==> config.mk <==
export PLATFORM = sky130hd
export DESIGN_NAME = otp_vote_decoder
export DESIGN_NICKNAME = d
export VERILOG_FILES = /design/src/rtl/otp_vote_pkg.sv /design/src/rtl/otp_vote_ctrl.sv /design/src/rtl/otp_vote_accum.sv /design/src/rtl/otp_vote_byte3.sv /design/src/rtl/otp_vote_decoder.sv
export SDC_FILE = /design/constraint.sdc
export NUM_CORES = 1
export LEC_CHECK = 0
export BUFFER_PORTS_ARGS = -buffer_cell sky130_fd_sc_hd__buf_2
export CORE_ASPECT_RATIO = 1.75
export CORE_MARGIN = 3
export CORE_UTILIZATION = 55
export CTS_CLUSTER_DIAMETER = 150
export CTS_CLUSTER_SIZE = 10
export DETAILED_ROUTE_END_ITERATION = 10
export PLACE_DENSITY_LB_ADDON = 0.1
export SYNTH_ARGS = -nofsm -noshare
export SYNTH_HDL_FRONTEND = slang
export SYNTH_SLANG_ARGS = --single-unit
==> constraint.sdc <==
create_clock -name clk_i -period 3.1 [get_ports clk_i]
set_input_delay 0.155 -clock clk_i [delete_from_list [all_inputs] [get_ports clk_i]]
set_output_delay 0.155 -clock clk_i [all_outputs]
set_load 0.05 [all_outputs]
==> src/rtl/otp_vote_pkg.sv <==
package otp_vote_pkg;
  typedef enum logic [1:0] {
    MODE_RAW    = 2'd0,
    MODE_BYTE3  = 2'd1,
    MODE_TRIPLE = 2'd2,
    MODE_OCTAL  = 2'd3
  } vote_mode_e;

  typedef enum logic [1:0] {
    ST_IDLE,
    ST_ISSUE,
    ST_WAIT,
    ST_DONE
  } vote_state_e;
endpackage

==> src/rtl/otp_vote_ctrl.sv <==
module otp_vote_ctrl
  import otp_vote_pkg::*;
#(
  parameter int ADDR_W     = 12,
  parameter int TRI_COPIES = 3,
  parameter int OCT_COPIES = 8,
  localparam int LEFT_W    = $clog2(OCT_COPIES)
) (
  input  logic              clk_i,
  input  logic              rst_ni,
  input  logic              req_valid_i,
  input  logic [1:0]        req_mode_i,
  input  logic [ADDR_W-1:0] req_addr_i,
  input  logic              row_valid_i,
  output logic              start_o,
  output logic              take_o,
  output logic              last_o,
  output logic              busy_o,
  output logic              done_o,
  output logic              row_rd_o,
  output logic [ADDR_W-1:0] row_addr_o,
  output vote_mode_e        mode_o
);
  vote_state_e       st_q, st_d;
  vote_mode_e        mode_q;
  logic [ADDR_W-1:0] addr_q;
  logic [LEFT_W-1:0] left_q, left_init;

  always_comb begin
    unique case (vote_mode_e'(req_mode_i))
      MODE_TRIPLE: left_init = LEFT_W'(TRI_COPIES - 1);
      MODE_OCTAL:  left_init = LEFT_W'(OCT_COPIES - 1);
      default:     left_init = '0;
    endcase
  end

  assign start_o = (st_q == ST_IDLE) && req_valid_i;
  assign take_o  = (st_q == ST_WAIT) && row_valid_i;
  assign last_o  = take_o && (left_q == '0);

  always_comb begin
    st_d = st_q;
    unique case (st_q)
      ST_IDLE:  if (req_valid_i) st_d = ST_ISSUE;
      ST_ISSUE: st_d = ST_WAIT;
      ST_WAIT:  if (row_valid_i) st_d = (left_q == '0) ? ST_DONE : ST_ISSUE;
      ST_DONE:  st_d = ST_IDLE;
      default:  st_d = ST_IDLE;
    endcase
  end

  always_ff @(posedge clk_i or negedge rst_ni) begin
    if (!rst_ni) begin
      st_q   <= ST_IDLE;
      mode_q <= MODE_RAW;
      addr_q <= '0;
      left_q <= '0;
    end else begin
      st_q <= st_d;
      if (start_o) begin
        mode_q <= vote_mode_e'(req_mode_i);
        addr_q <= req_addr_i;
        left_q <= left_init;
      end else if (take_o && !last_o) begin
        addr_q <= addr_q + 1'b1;
        left_q <= left_q - 1'b1;
      end
    end
  end

  assign row_rd_o   = (st_q == ST_ISSUE);
  assign row_addr_o = addr_q;
  assign busy_o     = (st_q != ST_IDLE);
  assign done_o     = (st_q == ST_DONE);
  assign mode_o     = mode_q;
endmodule

==> src/rtl/otp_vote_accum.sv <==
module otp_vote_accum #(
  parameter int ROW_W      = 24,
  parameter int OCT_COPIES = 8,
  localparam int CNT_W     = $clog2(OCT_COPIES + 1)
) (
  input  logic                        clk_i,
  input  logic                        rst_ni,
  input  logic                        clr_i,
  input  logic                        take_i,
  input  logic [ROW_W-1:0]            row_i,
  output logic [ROW_W-1:0][CNT_W-1:0] cnt_nxt_o,
  output logic [ROW_W-1:0]            any1_nxt_o,
  output logic [ROW_W-1:0]            any0_nxt_o
);
  logic [ROW_W-1:0] any1_q, any0_q;

  for (genvar b = 0; b < ROW_W; b++) begin : g_bit
    logic [CNT_W-1:0] cnt_q;
    assign cnt_nxt_o[b] = cnt_q + CNT_W'(row_i[b]);
    always_ff @(posedge clk_i or negedge rst_ni) begin
      if (!rst_ni)     cnt_q <= '0;
      else if (clr_i)  cnt_q <= '0;
      else if (take_i) cnt_q <= cnt_nxt_o[b];
    end
  end

  assign any1_nxt_o = any1_q | row_i;
  assign any0_nxt_o = any0_q | ~row_i;

  always_ff @(posedge clk_i or negedge rst_ni) begin
    if (!rst_ni) begin
      any1_q <= '0;
      any0_q <= '0;
    end else if (clr_i) begin
      any1_q <= '0;
      any0_q <= '0;
    end else if (take_i) begin
      any1_q <= any1_nxt_o;
      any0_q <= any0_nxt_o;
    end
  end
endmodule

==> src/rtl/otp_vote_byte3.sv <==
module otp_vote_byte3 #(
  parameter int BYTE_W = 8,
  localparam int ROW_W = 3 * BYTE_W
) (
  input  logic [ROW_W-1:0]  row_i,
  output logic [BYTE_W-1:0] vote_o,
  output logic              mismatch_o
);
  logic [BYTE_W-1:0] c0, c1, c2;
  assign c0 = row_i[BYTE_W-1:0];
  assign c1 = row_i[2*BYTE_W-1:BYTE_W];
  assign c2 = row_i[3*BYTE_W-1:2*BYTE_W];

  assign vote_o     = (c0 & c1) | (c0 & c2) | (c1 & c2);
  assign mismatch_o = |((c0 ^ c1) | (c0 ^ c2));
endmodule

==> src/rtl/otp_vote_decoder.sv <==
module otp_vote_decoder
  import otp_vote_pkg::*;
#(
  parameter int ADDR_W     = 12,
  parameter int BYTE_W     = 8,
  parameter int TRI_COPIES = 3,
  parameter int OCT_COPIES = 8,
  parameter int TRI_THRESH = 2,
  parameter int OCT_THRESH = 3,
  localparam int ROW_W     = 3 * BYTE_W,
  localparam int CNT_W     = $clog2(OCT_COPIES + 1)
) (
  input  logic              clk_i,
  input  logic              rst_ni,
  input  logic              req_valid_i,
  input  logic [1:0]        req_mode_i,
  input  logic [ADDR_W-1:0] req_addr_i,
  output logic              busy_o,
  output logic              row_rd_o,
  output logic [ADDR_W-1:0] row_addr_o,
  input  logic              row_valid_i,
  input  logic [ROW_W-1:0]  row_data_i,
  output logic              res_valid_o,
  output logic [ROW_W-1:0]  res_data_o,
  output logic              res_mismatch_o
);
  logic                        start, take, last;
  vote_mode_e                  mode;
  logic [ROW_W-1:0][CNT_W-1:0] cnt_nxt;
  logic [ROW_W-1:0]            any1_nxt, any0_nxt, vote_vec;
  logic [BYTE_W-1:0]           byte_vote;
  logic                        byte_mis;
  logic [CNT_W-1:0]            thresh;
  logic [ROW_W-1:0]            res_q;
  logic                        mis_q;

  otp_vote_ctrl #(
    .ADDR_W(ADDR_W), .TRI_COPIES(TRI_COPIES), .OCT_COPIES(OCT_COPIES)
  ) u_ctrl (
    .clk_i, .rst_ni, .req_valid_i, .req_mode_i, .req_addr_i, .row_valid_i,
    .start_o(start), .take_o(take), .last_o(last), .busy_o,
    .done_o(res_valid_o), .row_rd_o, .row_addr_o, .mode_o(mode)
  );

  otp_vote_accum #(.ROW_W(ROW_W), .OCT_COPIES(OCT_COPIES)) u_accum (
    .clk_i, .rst_ni, .clr_i(start), .take_i(take), .row_i(row_data_i),
    .cnt_nxt_o(cnt_nxt), .any1_nxt_o(any1_nxt), .any0_nxt_o(any0_nxt)
  );

  otp_vote_byte3 #(.BYTE_W(BYTE_W)) u_byte3 (
    .row_i(row_data_i), .vote_o(byte_vote), .mismatch_o(byte_mis)
  );

  assign thresh = (mode == MODE_OCTAL) ? CNT_W'(OCT_THRESH) : CNT_W'(TRI_THRESH);

  for (genvar b = 0; b < ROW_W; b++) begin : g_vote
    assign vote_vec[b] = (cnt_nxt[b] >= thresh);
  end

  always_ff @(posedge clk_i or negedge rst_ni) begin
    if (!rst_ni) begin
      res_q <= '0;
      mis_q <= 1'b0;
    end else if (last) begin
      unique case (mode)
        MODE_RAW: begin
          res_q <= row_data_i;
          mis_q <= 1'b0;
        end
        MODE_BYTE3: begin
          res_q <= ROW_W'(byte_vote);
          mis_q <= byte_mis;
        end
        default: begin
          res_q <= vote_vec;
          mis_q <= |(any1_nxt & any0_nxt);
        end
      endcase
    end
  end

  assign res_data_o     = res_q;
  assign res_mismatch_o = mis_q;
endmodule

Yosys cells after proc, flatten, opt, wreduce, memory -nomap -nowiden
Index checks and enable logic that the tools add are counted.
{"block": "classes", "n_addsub": 26, "bitwise_logic": 12, "mux": 64, "div_mod_pow": 0, "shift": 0, "n_eq_ne": 9, "multipliers": 0, "magnitude_cmp": 24, "n_reduce_logical": 14}
{"cell": "$mux W4", "count": 48}
{"cell": "$add A4 B1 Y4", "count": 24}
{"cell": "$ge A4 B2 Y1", "count": 24}
{"cell": "$mux W24", "count": 4}
{"cell": "$or A24 B24 Y24", "count": 2}
{"cell": "$pmux W24 S2", "count": 1}
{"cell": "$and A24 B24 Y24", "count": 1}
{"cell": "$and A8 B8 Y8", "count": 3}
{"cell": "$mux W12", "count": 2}
{"cell": "$not A24 Y24", "count": 1}
{"cell": "$or A8 B8 Y8", "count": 3}
{"cell": "$reduce_or A24 Y1", "count": 1}
{"cell": "$xor A8 B8 Y8", "count": 2}
{"cell": "$add A12 B1 Y12 const B", "count": 1}
{"cell": "$eq A2 B2 Y1 const B", "count": 5}
{"cell": "$pmux W2 S4", "count": 1}
{"cell": "$reduce_or A8 Y1", "count": 1}
{"cell": "$mux W2", "count": 3}
{"cell": "$mux W3", "count": 2}
{"cell": "$pmux W3 S2", "count": 1}
{"cell": "$reduce_bool A2 Y1", "count": 3}
{"cell": "$eq A2 B1 Y1 const B", "count": 2}
{"cell": "$logic_and A1 B1 Y1", "count": 4}
{"cell": "$logic_not A2 Y1", "count": 2}
{"cell": "other kinds (7)", "count": 8}
{"block": "word_totals", "n_memories": 0, "rom_bits": 0, "mem_bits_rw": 0, "latch_bits": 0, "reg_bits": 188}

Depth between registers and ports, before layout
{"block": "logic_depth", "depth_word": 7, "depth_mapped": 9}

Cells and area by module
Synthesis repeated with hierarchy kept, for this count alone.
{"block": "hier_totals", "cells_unflattened": 1120, "area_unflattened_um2": 11209.5}
{"mod": "otp_vote_accum", "area_per_inst_um2": 7723.7, "cells_per_inst": 733, "n_inst": 1}
{"mod": "otp_vote_decoder", "area_per_inst_um2": 2149.6, "cells_per_inst": 243, "n_inst": 1}
{"mod": "otp_vote_ctrl", "area_per_inst_um2": 1034.7, "cells_per_inst": 115, "n_inst": 1}
{"mod": "otp_vote_byte3", "area_per_inst_um2": 301.5, "cells_per_inst": 29, "n_inst": 1}

Worst setup path after synthesis
No wires, ideal clock.
{"block": "synth_timing", "path_kind": "flip-flop to flip-flop", "from": "register u_ctrl.mode_q[0], in the netlist u_ctrl.mode_o[0]", "to": "register res_q[13], in the netlist res_data_o[13]", "t_arrival_ns": 2.200, "slack_ns": 0.765, "stages_incl_launch_ff": 9, "setup_ns": 0.135, "cell_sequence": "dfrtp_1 > clkbuf_1 > clkbuf_1 > and2_1 > ha_1 > o21ai_0 > nand2_1 > o22ai_1 > o21ai_0"}
{"block": "synth_between", "elab_chain_len": 4}
{"item": "start, declared", "line_no": "otp_vote_ctrl.sv:25", "source": "vote_mode_e mode_q;"}
{"item": "start signal, assigned", "line_no": "otp_vote_ctrl.sv:61", "source": "mode_q <= vote_mode_e'(req_mode_i);"}
{"item": "$eq A2 B2 Y1", "line_no": "otp_vote_decoder.sv:54", "source": "assign thresh = (mode == MODE_OCTAL) ? CNT_W'(OCT_THRESH) : CNT_W'(TRI_THRESH);"}
{"item": "$mux W1", "line_no": "otp_vote_decoder.sv:54"}
{"item": "$ge A4 B2 Y1", "line_no": "otp_vote_decoder.sv:57", "source": "assign vote_vec[b] = (cnt_nxt[b] >= thresh);"}
{"item": "$pmux W24 S2 (*)", "line_no": "otp_vote_decoder.sv:65", "source": "unique case (mode)"}
{"item": "end signal, assigned", "line_no": "otp_vote_decoder.sv:67", "source": "res_q <= row_data_i;"}
{"item": "end signal, assigned", "line_no": "otp_vote_decoder.sv:71", "source": "res_q <= ROW_W'(byte_vote);"}
{"item": "end signal, assigned", "line_no": "otp_vote_decoder.sv:75", "source": "res_q <= vote_vec;"}
{"item": "end, declared", "line_no": "otp_vote_decoder.sv:34", "source": "logic [ROW_W-1:0] res_q;"}
Every way passes the cells marked *; elsewhere a longest branch is shown, timed or not.
A chain may end at the register's enable or synchronous reset.

Worst setup path after layout
{"block": "layout_timing", "from": "register u_ctrl.st_q[0]", "to": "register u_accum.g_bit[2].cnt_q[3]"}
{"block": "layout_between", "elab_chain_len": 3}
{"item": "start, declared", "line_no": "otp_vote_ctrl.sv:24", "source": "vote_state_e st_q, st_d;"}
{"item": "start signal, assigned", "line_no": "otp_vote_ctrl.sv:59", "source": "st_q <= st_d;"}
{"item": "$eq A2 B2 Y1 or $logic_not A2 Y1 (tied branches)", "line_no": "otp_vote_ctrl.sv:38, otp_vote_ctrl.sv:37"}
{"item": "$logic_and A1 B1 Y1 (on tied branches)", "line_no": "otp_vote_ctrl.sv:38, otp_vote_ctrl.sv:37"}
{"item": "$reduce_bool A2 Y1 (no source line) or $mux W4 (tied branches)"}
{"item": "end signal, assigned", "line_no": "otp_vote_accum.sv:23", "source": "else if (take_i) cnt_q <= cnt_nxt_o[b];"}
{"item": "end, declared", "line_no": "otp_vote_accum.sv:18", "source": "logic [CNT_W-1:0] cnt_q;"}
Parallel ways exist; a longest one is shown, timed or not.

==> impl_summary.txt <==
----------------------------------------------------
[Critical path]
  Category of the critical setup timing path ... reg2reg
  Worst setup path endpoint ... u_accum.g_bit[2].cnt_q[3]
  Nature of the critical path endpoint ... flop
  Endpoint of the worst-slack reg-to-reg timing path ... u_accum.g_bit[2].cnt_q[3]
  Maximum fanout along the worst path ... 64
  Startpoint of the most critical setup path ... u_ctrl.st_q[0]
  Worst flop-to-flop path startpoint ... u_ctrl.st_q[0]
  Sort of element at the start of the critical path ... flop
  Required time at the endpoint of the critical path ... 3.44 ns
  Data arrival time of the critical path ... 2.50 ns
  Worst R2R Path Depth ... 4
  Reg-to-reg setup timing slack ... 0.94 ns

[Routing]
  Total Wirelength ... 24.4 mm
  Mean number of vias per cell ... 5.79
  Vias after detailed routing ... 8488
  Remaining DRCs ... 0
  First-pass iteration count of the detailed router ... 5
  Antenna-violating nets left ... 0
  Average detailed-routed wire length per instance ... 16.6 um
  First-iteration detailed-routing DRC count ... 437

[Clocking]
  Clock-pin slew of the registers on the worst-case setup and hold paths ... 0.07 ns
  Number of clock sinks ... 188
  Clock buffer count from CTS ... 17
  Total number of H-tree levels ... 4
  Master cell of the clock root buffer ... sky130_fd_sc_hd__clkbuf_16
  Clock insertion delay at the later pin of the skew report ... 0.43 ns
  CTS max path bufs ... 2
  TritonCTS clock tree ... built

[STA]
  Worst Tran Pin Value ... 0.780 ns
  Clock tree skew after final layout ... 0.00860 ns
  Final setup vio count ... 0
  Peak clock frequency supported by timing ... 0.463 GHz
  Normalized max-slew margin ... 48.0%
  Min cycle time layout ... 2.16 ns
  Sum of negative setup slack ... 0 ns
  Period Utilization, post-route ... 69.7%
  Number of max-slew violations in the final report ... 0
  RSZ-0062 raised after global routing ... false
  Number of endpoints with negative hold slack in the final report ... 0

[Die]
  FP Rows ... 65
  IO Count ... 82
  Area enclosed by the die boundary ... 20500 sq um
  Starting density of the core ... 56.6%
  Standard cell core area ... 18200 sq um
  Overall die height ... 187 um
  Horizontal die dimension ... 110 um

[Final layout]
  Area growth from synthesis to layout ... 13.7%
  Total Nets Final ... 1352
  Final instance count without filler cells ... 1466
  Diode count ... 0
  Fraction of layout cells with a size suffix above 1 ... 11.8%

[Yosys]
  Post-synthesis cell area ... 10300 sq um
  Number of synthesized flops with an enable pin ... 0
  Number of instances in the synthesized netlist ... 1139
  Post-Syn Area per Cell ... 9.05 sq um
  Syn Nets ... 1272
  Post-synthesis sequential area ratio ... 45.6%
  Proportion of register bits with asynchronous set or reset after synthesis ... 100%
  Number of synthesized register bits ... 188
  Yosys synthesis warning count ... 0
  Number of library cell types mapped by synthesis ... 40
  Most used flip-flop cell after synthesis ... sky130_fd_sc_hd__dfrtp_1

[Global route]
  Global-route wire length before repair ... 41.3 mm
  Global-route usage over all layers ... 25.4%
  Total congestion overflow ... 0
  Initial antenna violation count ... 0
  Via count of the first global-routing pass ... 8436
  Maximum number of pins on one net before global-route repair ... 76

[Pwr]
  Leakage power of the design ... 5.61 nW
  Cell Pwr Density ... 877 nW/um^2
  Peak supply drop ... 714 uV

[Placement]
  DP Wirelength ... 16.2 mm
  Count of input and output buffers ... 81
  Number of placed instances with taps included ... 1420
  RD Place Congestion ... 0.819

[Job]
  Max-cap violations ... 0

[Outcome]
  Run status ... finished clean

[Hold path]
  Min-Delay Path Class ... in2reg

----------------------------------------------------
## kinds of logic (layout without fill, tap and decap cells)
| group | Yosys count | after routing | share of synthesized area (%) |
|---|---|---|---|
| mux | 7 | 7 | 0.679 |
| simple gates | 361 | 361 | 15.4 |
| flops | 188 | 188 | 45.6 |
| compound gates | 328 | 328 | 18.6 |
| buf+inv | 114 | 207 | 4.34 |
| xor+xnor | 50 | 50 | 4.25 |
| fa+ha+maj | 91 | 91 | 11.0 |
## critical path, cell delays in order, from the launching register on
cell and delay (ns):
sky130_fd_sc_hd__dfrtp_1 0.42, sky130_fd_sc_hd__and3b_2 0.54, sky130_fd_sc_hd__buf_4 0.69, sky130_fd_sc_hd__nand4_1 0.15
sky130_fd_sc_hd__o21ai_0 0.21
## synth_stat cells (2+ instances only)
cell | number | area (sq um)
sky130_fd_sc_hd__inv_1 | 60 | 225
sky130_fd_sc_hd__clkbuf_1 | 36 | 135
sky130_fd_sc_hd__nor2b_1 | 25 | 156
sky130_fd_sc_hd__or2_2 | 3 | 18.8
sky130_fd_sc_hd__dfrtp_1 | 188 | 4700
sky130_fd_sc_hd__o221a_2 | 2 | 22.5
sky130_fd_sc_hd__a22oi_1 | 6 | 45.0
sky130_fd_sc_hd__a21oi_1 | 30 | 150
sky130_fd_sc_hd__nand4_1 | 13 | 81.3
sky130_fd_sc_hd__mux2i_1 | 7 | 70.1
sky130_fd_sc_hd__a211oi_1 | 9 | 67.6
sky130_fd_sc_hd__a22o_1 | 37 | 324
sky130_fd_sc_hd__buf_1 | 4 | 15.0
sky130_fd_sc_hd__nand2_1 | 184 | 691
sky130_fd_sc_hd__nand3_1 | 24 | 120
sky130_fd_sc_hd__ha_1 | 91 | 1140
sky130_fd_sc_hd__xnor2_1 | 7 | 61.3
sky130_fd_sc_hd__nor3_1 | 27 | 135
sky130_fd_sc_hd__xor2_1 | 43 | 377
sky130_fd_sc_hd__buf_2 | 13 | 65.1
sky130_fd_sc_hd__and2_1 | 3 | 18.8
sky130_fd_sc_hd__o21ai_0 | 181 | 906
sky130_fd_sc_hd__o22ai_1 | 25 | 156
sky130_fd_sc_hd__nor2_2 | 2 | 12.5
sky130_fd_sc_hd__nor4_1 | 7 | 43.8
sky130_fd_sc_hd__nor2_1 | 65 | 244
sky130_fd_sc_hd__a31oi_1 | 32 | 200
sky130_fd_sc_hd__nand2b_1 | 3 | 18.8
## worst min path at each step
stage,slack (ns),cells after the start,end,from
final,0.02,3,u_ctrl.row_addr_o[8],req_addr_i[8]
after global routing,0.02,3,u_ctrl.row_addr_o[8],req_addr_i[8]
after CTS,0.007,3,u_ctrl.row_addr_o[8],req_addr_i[8]
after detailed placement,0.21,1,u_accum.g_bit[22].cnt_q[3],rst_ni
after global placement,0.21,1,u_accum.g_bit[22].cnt_q[3],rst_ni
after floorplan,-0.14,0,res_data_o[0],rst_ni
## area by class of cell
class / instances / area, sq um
Clock inverter: 14 / 169
Sequential cell: 188 / 4710
Timing Repair Buffer: 115 / 729
Multi-Input combinational cell: 837 / 5170
Clock buffer: 18 / 439
Inverter: 60 / 225
Fill cell: 1600 / 6490
Tap cell: 234 / 293
## cells in the final DEF, fill, tap and decap left out, types with 9 or more instances in the layout
cell / instances
sky130_fd_sc_hd__a211oi_1: 9
sky130_fd_sc_hd__buf_2: 80
sky130_fd_sc_hd__ha_1: 91
sky130_fd_sc_hd__dlygate4sd3_1: 14
sky130_fd_sc_hd__nand4_1: 13
sky130_fd_sc_hd__nor3_1: 27
sky130_fd_sc_hd__nand3_1: 24
sky130_fd_sc_hd__inv_1: 60
sky130_fd_sc_hd__a21oi_1: 30
sky130_fd_sc_hd__nor2_1: 65
sky130_fd_sc_hd__a22o_1: 37
sky130_fd_sc_hd__clkbuf_16: 17
sky130_fd_sc_hd__a31oi_1: 32
sky130_fd_sc_hd__o21ai_0: 181
sky130_fd_sc_hd__o22ai_1: 25
sky130_fd_sc_hd__nand2_1: 183
sky130_fd_sc_hd__xor2_1: 43
sky130_fd_sc_hd__buf_4: 18
sky130_fd_sc_hd__nor2b_1: 25
sky130_fd_sc_hd__dfrtp_1: 187
## timing repair
action                                  4_1_cts  5_1_grt
hold buffers                                 14        0
buffers inserted                              0        0
hold endpoints to repair                     84        0
endpoints found under the setup margin        0        0
gates resized for setup                       0        0
## registers in the layout, indices dropped and copies added, names as in the netlist
register	flops
u_accum.any1_q	24
u_ctrl.left_q	3
u_accum.any0_q	24
res_mismatch_o	1
res_data_o	24
u_ctrl.row_addr_o	12
u_accum.g_bit.cnt_q	96
u_ctrl.st_q	2
u_ctrl.mode_o	2
## through the flow
step                util [%]  hold slack (ns)  worst slack [ns]  instance area, sq um  power (mW)
floorplan                  -           -0.141             0.765                 10300        6.83
global placement        60.3            0.210              1.05                 11000        7.97
detailed placement      60.3            0.209             0.976                 11000        8.08
CTS                     64.4          0.00690             0.919                 11700        10.4
global route            64.4           0.0162             0.750                 11700        11.1
finish                  64.4           0.0237             0.940                 11700        10.3
## metal layers
layer | part of all wire [%] | vias up | track usage, %
met1 | 43 | 4111 | 32.2
met4 | 3.0 | 0 | 9.55
met5 | 0 | - | 0
li1 | - | 4160 | -
met2 | 50 | 171 | 42.8
met3 | 4.4 | 46 | 4.59
## report_power, final
group	internal [mW]	total (mW)	switching, mW
Sequential	3.22	3.76	0.538
Clock	1.29	2.26	0.968
Combinational	1.36	4.27	2.91
Total	5.87	10.3	4.42
No activity file was read; power rests on OpenSTA's default activity.
